[config.mk]
export PLATFORM = sky130hd
export DESIGN_NAME = chirp_synth
export DESIGN_NICKNAME = d
export VERILOG_FILES = /design/src/rtl/chirp_pkg.sv /design/src/rtl/chirp_accum.sv /design/src/rtl/chirp_lut.sv /design/src/rtl/chirp_synth.sv
export SDC_FILE = /design/constraint.sdc
export NUM_CORES = 1
export LEC_CHECK = 0
export CAP_MARGIN = 30
export CORE_UTILIZATION = 45
export CTS_BUF_LIST = sky130_fd_sc_hd__clkbuf_2
export CTS_CLUSTER_DIAMETER = 80
export DETAILED_ROUTE_END_ITERATION = 8
export PLACE_DENSITY = 0.7
export SYNTH_ARGS = -nofsm -noshare
export SYNTH_HDL_FRONTEND = slang
export SYNTH_SLANG_ARGS = --single-unit
[constraint.sdc]
create_clock -name clk_i -period 3.25 [get_ports clk_i]
set_input_delay 0.4875 -clock clk_i [delete_from_list [all_inputs] [get_ports clk_i]]
set_output_delay 0.4875 -clock clk_i [all_outputs]
set_load 0.1 [all_outputs]
[src/rtl/chirp_pkg.sv]
package chirp_pkg;
  // Integer sine approximation: half-wave magnitude from a rational fit.
  function automatic longint sine_val(input longint idx, input int addr_w, input int samp_w);
    longint half, k, num, den, amp, mag;
    half = longint'(1) << (addr_w - 1);
    k    = idx % half;
    amp  = (longint'(1) << (samp_w - 1)) - 1;
    num  = 16 * k * (half - k);
    den  = 5 * half * half - 4 * k * (half - k);
    mag  = (2 * amp * num + den) / (2 * den);
    return (idx >= half) ? -mag : mag;
  endfunction
endpackage

[src/rtl/chirp_accum.sv]
module chirp_accum #(
  parameter int W = 28
) (
  input  logic         clk_i,
  input  logic         rst_ni,
  input  logic         load_i,
  input  logic [W-1:0] load_val_i,
  input  logic         step_i,
  input  logic [W-1:0] inc_i,
  output logic [W-1:0] acc_o
);
  always_ff @(posedge clk_i or negedge rst_ni) begin
    if (!rst_ni)     acc_o <= '0;
    else if (load_i) acc_o <= load_val_i;
    else if (step_i) acc_o <= acc_o + inc_i;
  end


  load_chk: assert property (@(posedge clk_i) disable iff (!rst_ni)
    load_i |=> acc_o == $past(load_val_i));

  wrap_add_chk: assert property (@(posedge clk_i) disable iff (!rst_ni)
    (!load_i && step_i) |=> acc_o == W'($past(acc_o) + $past(inc_i)));
endmodule

[src/rtl/chirp_lut.sv]
module chirp_lut
  import chirp_pkg::*;
#(
  parameter int ADDR_W = 8,
  parameter int SAMP_W = 8
) (
  input  logic              clk_i,
  input  logic              rst_ni,
  input  logic              ld_i,
  input  logic [ADDR_W-1:0] addr_i,
  output logic [SAMP_W-1:0] sin_o,
  output logic [SAMP_W-1:0] cos_o
);
  localparam int DEPTH = 1 << ADDR_W;
  localparam logic [ADDR_W-1:0] QUARTER = ADDR_W'(DEPTH / 4);

  logic [SAMP_W-1:0] tab [DEPTH];
  logic [ADDR_W-1:0] cos_addr;

  for (genvar i = 0; i < DEPTH; i++) begin : g_tab
    assign tab[i] = SAMP_W'(sine_val(longint'(i), ADDR_W, SAMP_W));
  end

  assign cos_addr = addr_i + QUARTER;

  always_ff @(posedge clk_i or negedge rst_ni) begin
    if (!rst_ni) begin
      sin_o <= '0;
      cos_o <= '0;
    end else if (ld_i) begin
      sin_o <= tab[addr_i];
      cos_o <= tab[cos_addr];
    end
  end
endmodule

[src/rtl/chirp_synth.sv]
module chirp_synth #(
  parameter int ACC_W  = 28,
  parameter int ADDR_W = 8,
  parameter int SAMP_W = 8
) (
  input  logic              clk_i,
  input  logic              rst_ni,
  input  logic              en_i,
  input  logic              start_i,
  input  logic              tone_i,
  input  logic [ACC_W-1:0]  freq_i,
  input  logic [ACC_W-1:0]  rate_i,
  output logic [SAMP_W-1:0] sin_o,
  output logic [SAMP_W-1:0] cos_o,
  output logic              valid_o
);
  logic [ACC_W-1:0] rate_eff, freq_q, phase_q;
  logic             armed_q, smp_ld;

  // tone mode zeroes the rate so frequency stays at start value
  assign rate_eff = tone_i ? '0 : rate_i;
  assign smp_ld   = en_i && armed_q && !start_i;

  chirp_accum #(.W(ACC_W)) u_freq (
    .clk_i, .rst_ni, .load_i(start_i), .load_val_i(freq_i),
    .step_i(en_i), .inc_i(rate_eff), .acc_o(freq_q));

  chirp_accum #(.W(ACC_W)) u_phase (
    .clk_i, .rst_ni, .load_i(start_i), .load_val_i('0),
    .step_i(en_i), .inc_i(freq_q), .acc_o(phase_q));

  chirp_lut #(.ADDR_W(ADDR_W), .SAMP_W(SAMP_W)) u_lut (
    .clk_i, .rst_ni, .ld_i(smp_ld),
    .addr_i(phase_q[ACC_W-1 -: ADDR_W]), .sin_o, .cos_o);

  always_ff @(posedge clk_i or negedge rst_ni) begin
    if (!rst_ni) begin
      armed_q <= 1'b0;
      valid_o <= 1'b0;
    end else if (start_i) begin
      armed_q <= 1'b1;
      valid_o <= 1'b0;
    end else if (smp_ld) begin
      valid_o <= 1'b1;
    end
  end


  start_drop_chk: assert property (@(posedge clk_i) disable iff (!rst_ni)
    start_i |=> !valid_o);

  tone_hold_chk: assert property (@(posedge clk_i) disable iff (!rst_ni)
    (tone_i && !start_i) |=> $stable(freq_q));

  idle_hold_chk: assert property (@(posedge clk_i) disable iff (!rst_ni)
    (!en_i && !start_i) |=> ($stable(phase_q) && $stable(sin_o) && $stable(cos_o)));

  valid_sticky_chk: assert property (@(posedge clk_i) disable iff (!rst_ni)
    (valid_o && !start_i) |=> valid_o);

  first_smp_chk: assert property (@(posedge clk_i) disable iff (!rst_ni)
    ($past(start_i) && en_i && !start_i) |=> valid_o);
endmodule

# Yosys cells after proc, flatten, opt, wreduce, memory -nomap -nowiden
# Memory sizes are Yosys's and may differ from the RTL's. A register that Yosys moved wholly into a read port is not among the register bits.
# Index checks and enable logic that the tools add are counted.
# classes
addsub,3
mux,7
bitwise_logic,2
reduce_logical,7
# ops
cell,n
two-way mux 28 bit,5
adder 28 bit,2
NOT 8 -> 9 bit,2
adder 8 x 7 -> 8 bit (second input constant),1
nonzero test 2 bit,2
zero test 1 bit,3
logical AND 1 bit,2
two-way mux 1 bit,2
# word_totals
register_bits,58
mem_bits_ro,4096
in_bits,61
out_inout_bits,17
elab_cells,25
n_memories,2
# memory_table
name,words,width,rd,rd_clocked_by_memory_dff,wr,line_no,source
(no name shown),256,8,1,1,0,chirp_lut.sv:32,cos_o <= tab[cos_addr];
(no name shown),256,8,1,1,0,chirp_lut.sv:31,sin_o <= tab[addr_i];

# Longest topological paths before layout
# depth
word_depth,4
depth_mapped,15
ltp_nobuf,13

# Cells and area by module
# Synthesis repeated with hierarchy kept, for this count alone.
# unflattened
hier_cells,1090
area_unflattened_um2,8506.9
# modules_own_cells
mod,instances,cells_per_inst,area_each_um2,seq_area_each_um2
chirp_lut,1,406,2841.5,400.4
chirp_accum at u_freq,1,326,2732.6,700.7
chirp_accum at u_phase,1,320,2638.8,700.7
chirp_synth,1,38,294.0,50.0

# Least setup slack after synthesis
# OpenSTA, ideal clock, no wires.
# synth_timing
path_kind,in2reg
start,in tone_i
end,reg u_freq.acc_o[20]
setup_ns,0.126
t_arrival_ns,3.269
required_ns,3.124
slack_ns,-0.145
stages,15
path_buffers,2
path_cell_list,clkbuf_1 > clkbuf_1 > nor2b_1 > ha_1 > inv_1 > fa_1 > nor2b_4 > o31a_4 > o311ai_4 > a211oi_1 > or3_4 > a21o_1 > a21oi_2 > mux2i_1 > a221o_1
# synth_via
elab_chain_cells,4
# synth_rtl
item,line_no,source
from (decl),chirp_synth.sv:10,"input logic tone_i,"
two-way mux 28 bit,chirp_synth.sv:21,assign rate_eff = tone_i ? '0 : rate_i;
adder 28 bit,chirp_accum.sv:15,else if (step_i) acc_o <= acc_o + inc_i;
two-way mux 28 bit,chirp_accum.sv:15,
two-way mux 28 bit,chirp_accum.sv:14,else if (load_i) acc_o <= load_val_i;
to (signal assigned),chirp_accum.sv:14,
to (signal assigned),chirp_accum.sv:15,
to (decl),chirp_accum.sv:10,output logic [W-1:0] acc_o
# No other way between the ends. The select of a mux whose other input is x is not followed.
# A chain may end at the register's enable or synchronous reset.

# Final worst setup path
# layout_timing
start,reg u_freq.acc_o[0]
end,reg u_phase.acc_o[20]
# layout_via
elab_chain_cells,3
# layout_rtl
item,line_no
adder 28 bit,chirp_accum.sv:15
two-way mux 28 bit,chirp_accum.sv:15
two-way mux 28 bit,chirp_accum.sv:14
to (signal assigned),chirp_accum.sv:14
to (signal assigned),chirp_accum.sv:15
to (decl),chirp_accum.sv:10
# No other way between the ends. The select of a mux whose other input is x is not followed.

==> results.cfg <==
[place]
placedInstanceArea_sq_mm = 0.00938
portBuffers = 77
placed_cells = 1335
hpwl_microns = 16800
gp_congestion = 0.957
post-place-ws_ns = -0.385

[yosys]
synth_nets = 1142
synth-edff-count = 0
ys_ff_latch = 74
synth_warnings = 0
synthesis.area_sq_mm = 0.00786
synthArstFlopShare_pct = 100
synth_cell_type_count = 69
ys_seq_area_share_pct = 23.6
synth-main-ff-cell = dfrtp_1
synthCells = 1013
avgSynthCellArea_sq_um = 7.76

[finish]
final_util_pct = 56.8
fin_area_sq_mm = 0.00956
final_cell_mix = o21ai_0 (108), nand2_1 (97), a21oi_1 (94), buf_4 (92), nor2_1 (88)
layout_commonest_cell = o21ai_0
nets = 1256
area_growth_pct = 21.6
instances_no_fill = 1353
drive_above_1_share_pct = 13.3

[timing]
tightest_slew_ns = 0.969
final_max_slew_viol_count = 0
period_share_pct = 94.3
rsz0062_at_grt = false
setup_viol = 0
period_needed_ns = 3.06
setup_slack_ns = 0.186
slew_headroom_pct = 35.2
hold_violations = 0
fmax_mhz = 326
clock_skew_ns = 0.0415

[floorplan]
core_sq_mm = 0.0168
die_y_microns = 134
ios = 78
rows = 47
dieArea_sq_mm = 0.0180
start_util_pct = 46.7
die_x_microns = 134

[worst_setup_path]
cp_data_arrival_time_ns = 3.55
crit_required_ns = 3.73
reg2regPathDepth = 13
critPathLaunchType = register
crit_fanout = 2
crit_type = reg2reg
r2r-start = u_freq.acc_o[0]$_DFFE_PN0P_
reg2reg_to = u_phase.acc_o[20]$_DFFE_PN0P_
r2r_slack_ns = 0.19
cp-end-kind = register

[clocking]
cts_setup_buffers = 0
cts_buffer_depth = 2
cts_tree = done
clock_sinks = 74
clk_pin_slew_ns = 0.21
cts_root_buffer = clkbuf_2
htree_num_levels = 3
clock_latency_ns = 0.60
numCtsBuffers = 9

[global_routing]
grt_max_degree = 82
antenna_found_initial = 1
grt_pass1_vias = 7479
grt_pass1_wl_microns = 36900
grt_use_total_pct = 25.7
gr-total-overflow = 0

[routing]
drt_iter0_markers = 574
wl_per_cell_microns = 16.6
dr.pass1.iters = 5
post-route-drc-count = 0
final_antenna_net_count = 0
routed-via-count = 7875
viasPerCell = 5.82
wl_microns = 22400

[worst_hold_path]
min-delay-start = start_i
hold_path.class = in2reg
holdPathStages = 2
min_to = u_phase.acc_o[27]$_DFFE_PN0P_

[power_and_ir_drop]
leakage_nw = 4.40
ir_drop_v = 0.000761
power-per-cell-area_mw_per_mm2 = 635

[flow_run]
drv_cap = 0

[outcome]
outcome = complete, no violations
-- power breakdown --
part	internal [mW]	switching [mW]
sequential	1.14	0.206
clock	0.176	0.365
combinational	1.66	2.52
total	2.97	3.09
-- critical path, cell delays in order, from the launching register on --
cell and delay [ns]:
dfrtp_1 0.43, ha_1 0.23, fa_2 0.37, a21oi_2 0.25, o21ai_2 0.12, a2111oi_4 0.30, buf_4 0.18, o31ai_1 0.10
buf_4 0.17, a31oi_2 0.21, o21ai_2 0.09, nand4_1 0.15, a2111oi_2 0.09, a311o_1 0.30
-- repair_timing --
| item | 4_1_cts | 5_1_grt |
|---|---|---|
| hold endpoints to repair | 28 | 0 |
| resized for setup | 1 | 10 |
| hold buffers | 1 | 0 |
| endpoints found under the setup margin | 4 | 9 |
| pin swaps | 0 | 3 |
-- worst max-delay path by stage --
| stage | from | to | slack (ns) | cells past startpoint |
|---|---|---|---|---|
| CTS | u_freq.acc_o[0]$_DFFE_PN0P_ | u_phase.acc_o[26]$_DFFE_PN0P_ | 0.02 | 13 |
| finish | u_freq.acc_o[0]$_DFFE_PN0P_ | u_phase.acc_o[20]$_DFFE_PN0P_ | 0.19 | 13 |
| detailed placement | tone_i | u_freq.acc_o[24]$_DFFE_PN0P_ | -0.38 | 14 |
| floorplan | tone_i | u_freq.acc_o[20]$_DFFE_PN0P_ | 0.07 | 15 |
| global placement | tone_i | u_freq.acc_o[24]$_DFFE_PN0P_ | -0.28 | 13 |
| global route | u_freq.acc_o[2]$_DFFE_PN0P_ | u_phase.acc_o[20]$_DFFE_PN0P_ | 0.008 | 12 |
-- sequential cells by signal, indices dropped and copies added, names as in the netlist --
name	flops
armed_q	1
valid_o	1
u_lut.cos_o	8
u_lut.sin_o	8
u_phase.acc_o	28
u_freq.acc_o	28
-- synthesized netlist by cell type (all sizes together), types with 16 or more instances --
library cell	n	share of area [%]
a211oi	29	2.8
a21o	32	3.1
a21oi	97	6.2
clkbuf	53	2.5
dfrtp	74	24
ha	66	11
inv	24	1.1
mux2i	45	5.7
nand2	97	4.6
nand2b	16	1.3
nand3	19	1.2
nor2	89	4.2
nor2b	47	3.8
o21ai	112	7.2
xnor2	28	3.1
xor2	16	1.8
-- stage by stage --
step	total power [mW]	hold slack [ns]	setup TNS [ns]
after CTS	6.02	0.224	0
final	6.06	0.276	0
after global placement	5.39	0.451	-1.57
after detailed placement	5.45	0.452	-2.60
after floorplan	4.31	0.192	0
after global routing	6.55	0.239	0
-- final cells by class --
class                      instances  area (sq um)
antenna                            1          2.50
clock buffer                      10          50.0
clock inverter                     6          57.6
fill                            1593          7260
inverter                          26          97.6
multi-input combinational        845          5710
sequential                        74          1850
tap                              220           275
timing repair buffer             171          1510
-- cell families after synthesis --
group	synth area share, %
compound gates	29.0
xor+xnor	4.90
fa+ha+maj	11.0
buf+inv	4.55
flops	23.6
mux	7.59
simple gates	19.4
-- layer usage --
layer	track usage, %	share of wire [%]
met1	33.2	44
met2	42.7	47
met3	3.36	4.8
met4	11.4	3.4
met5	0	0
Note: power is estimated with default switching activity, not from simulation.
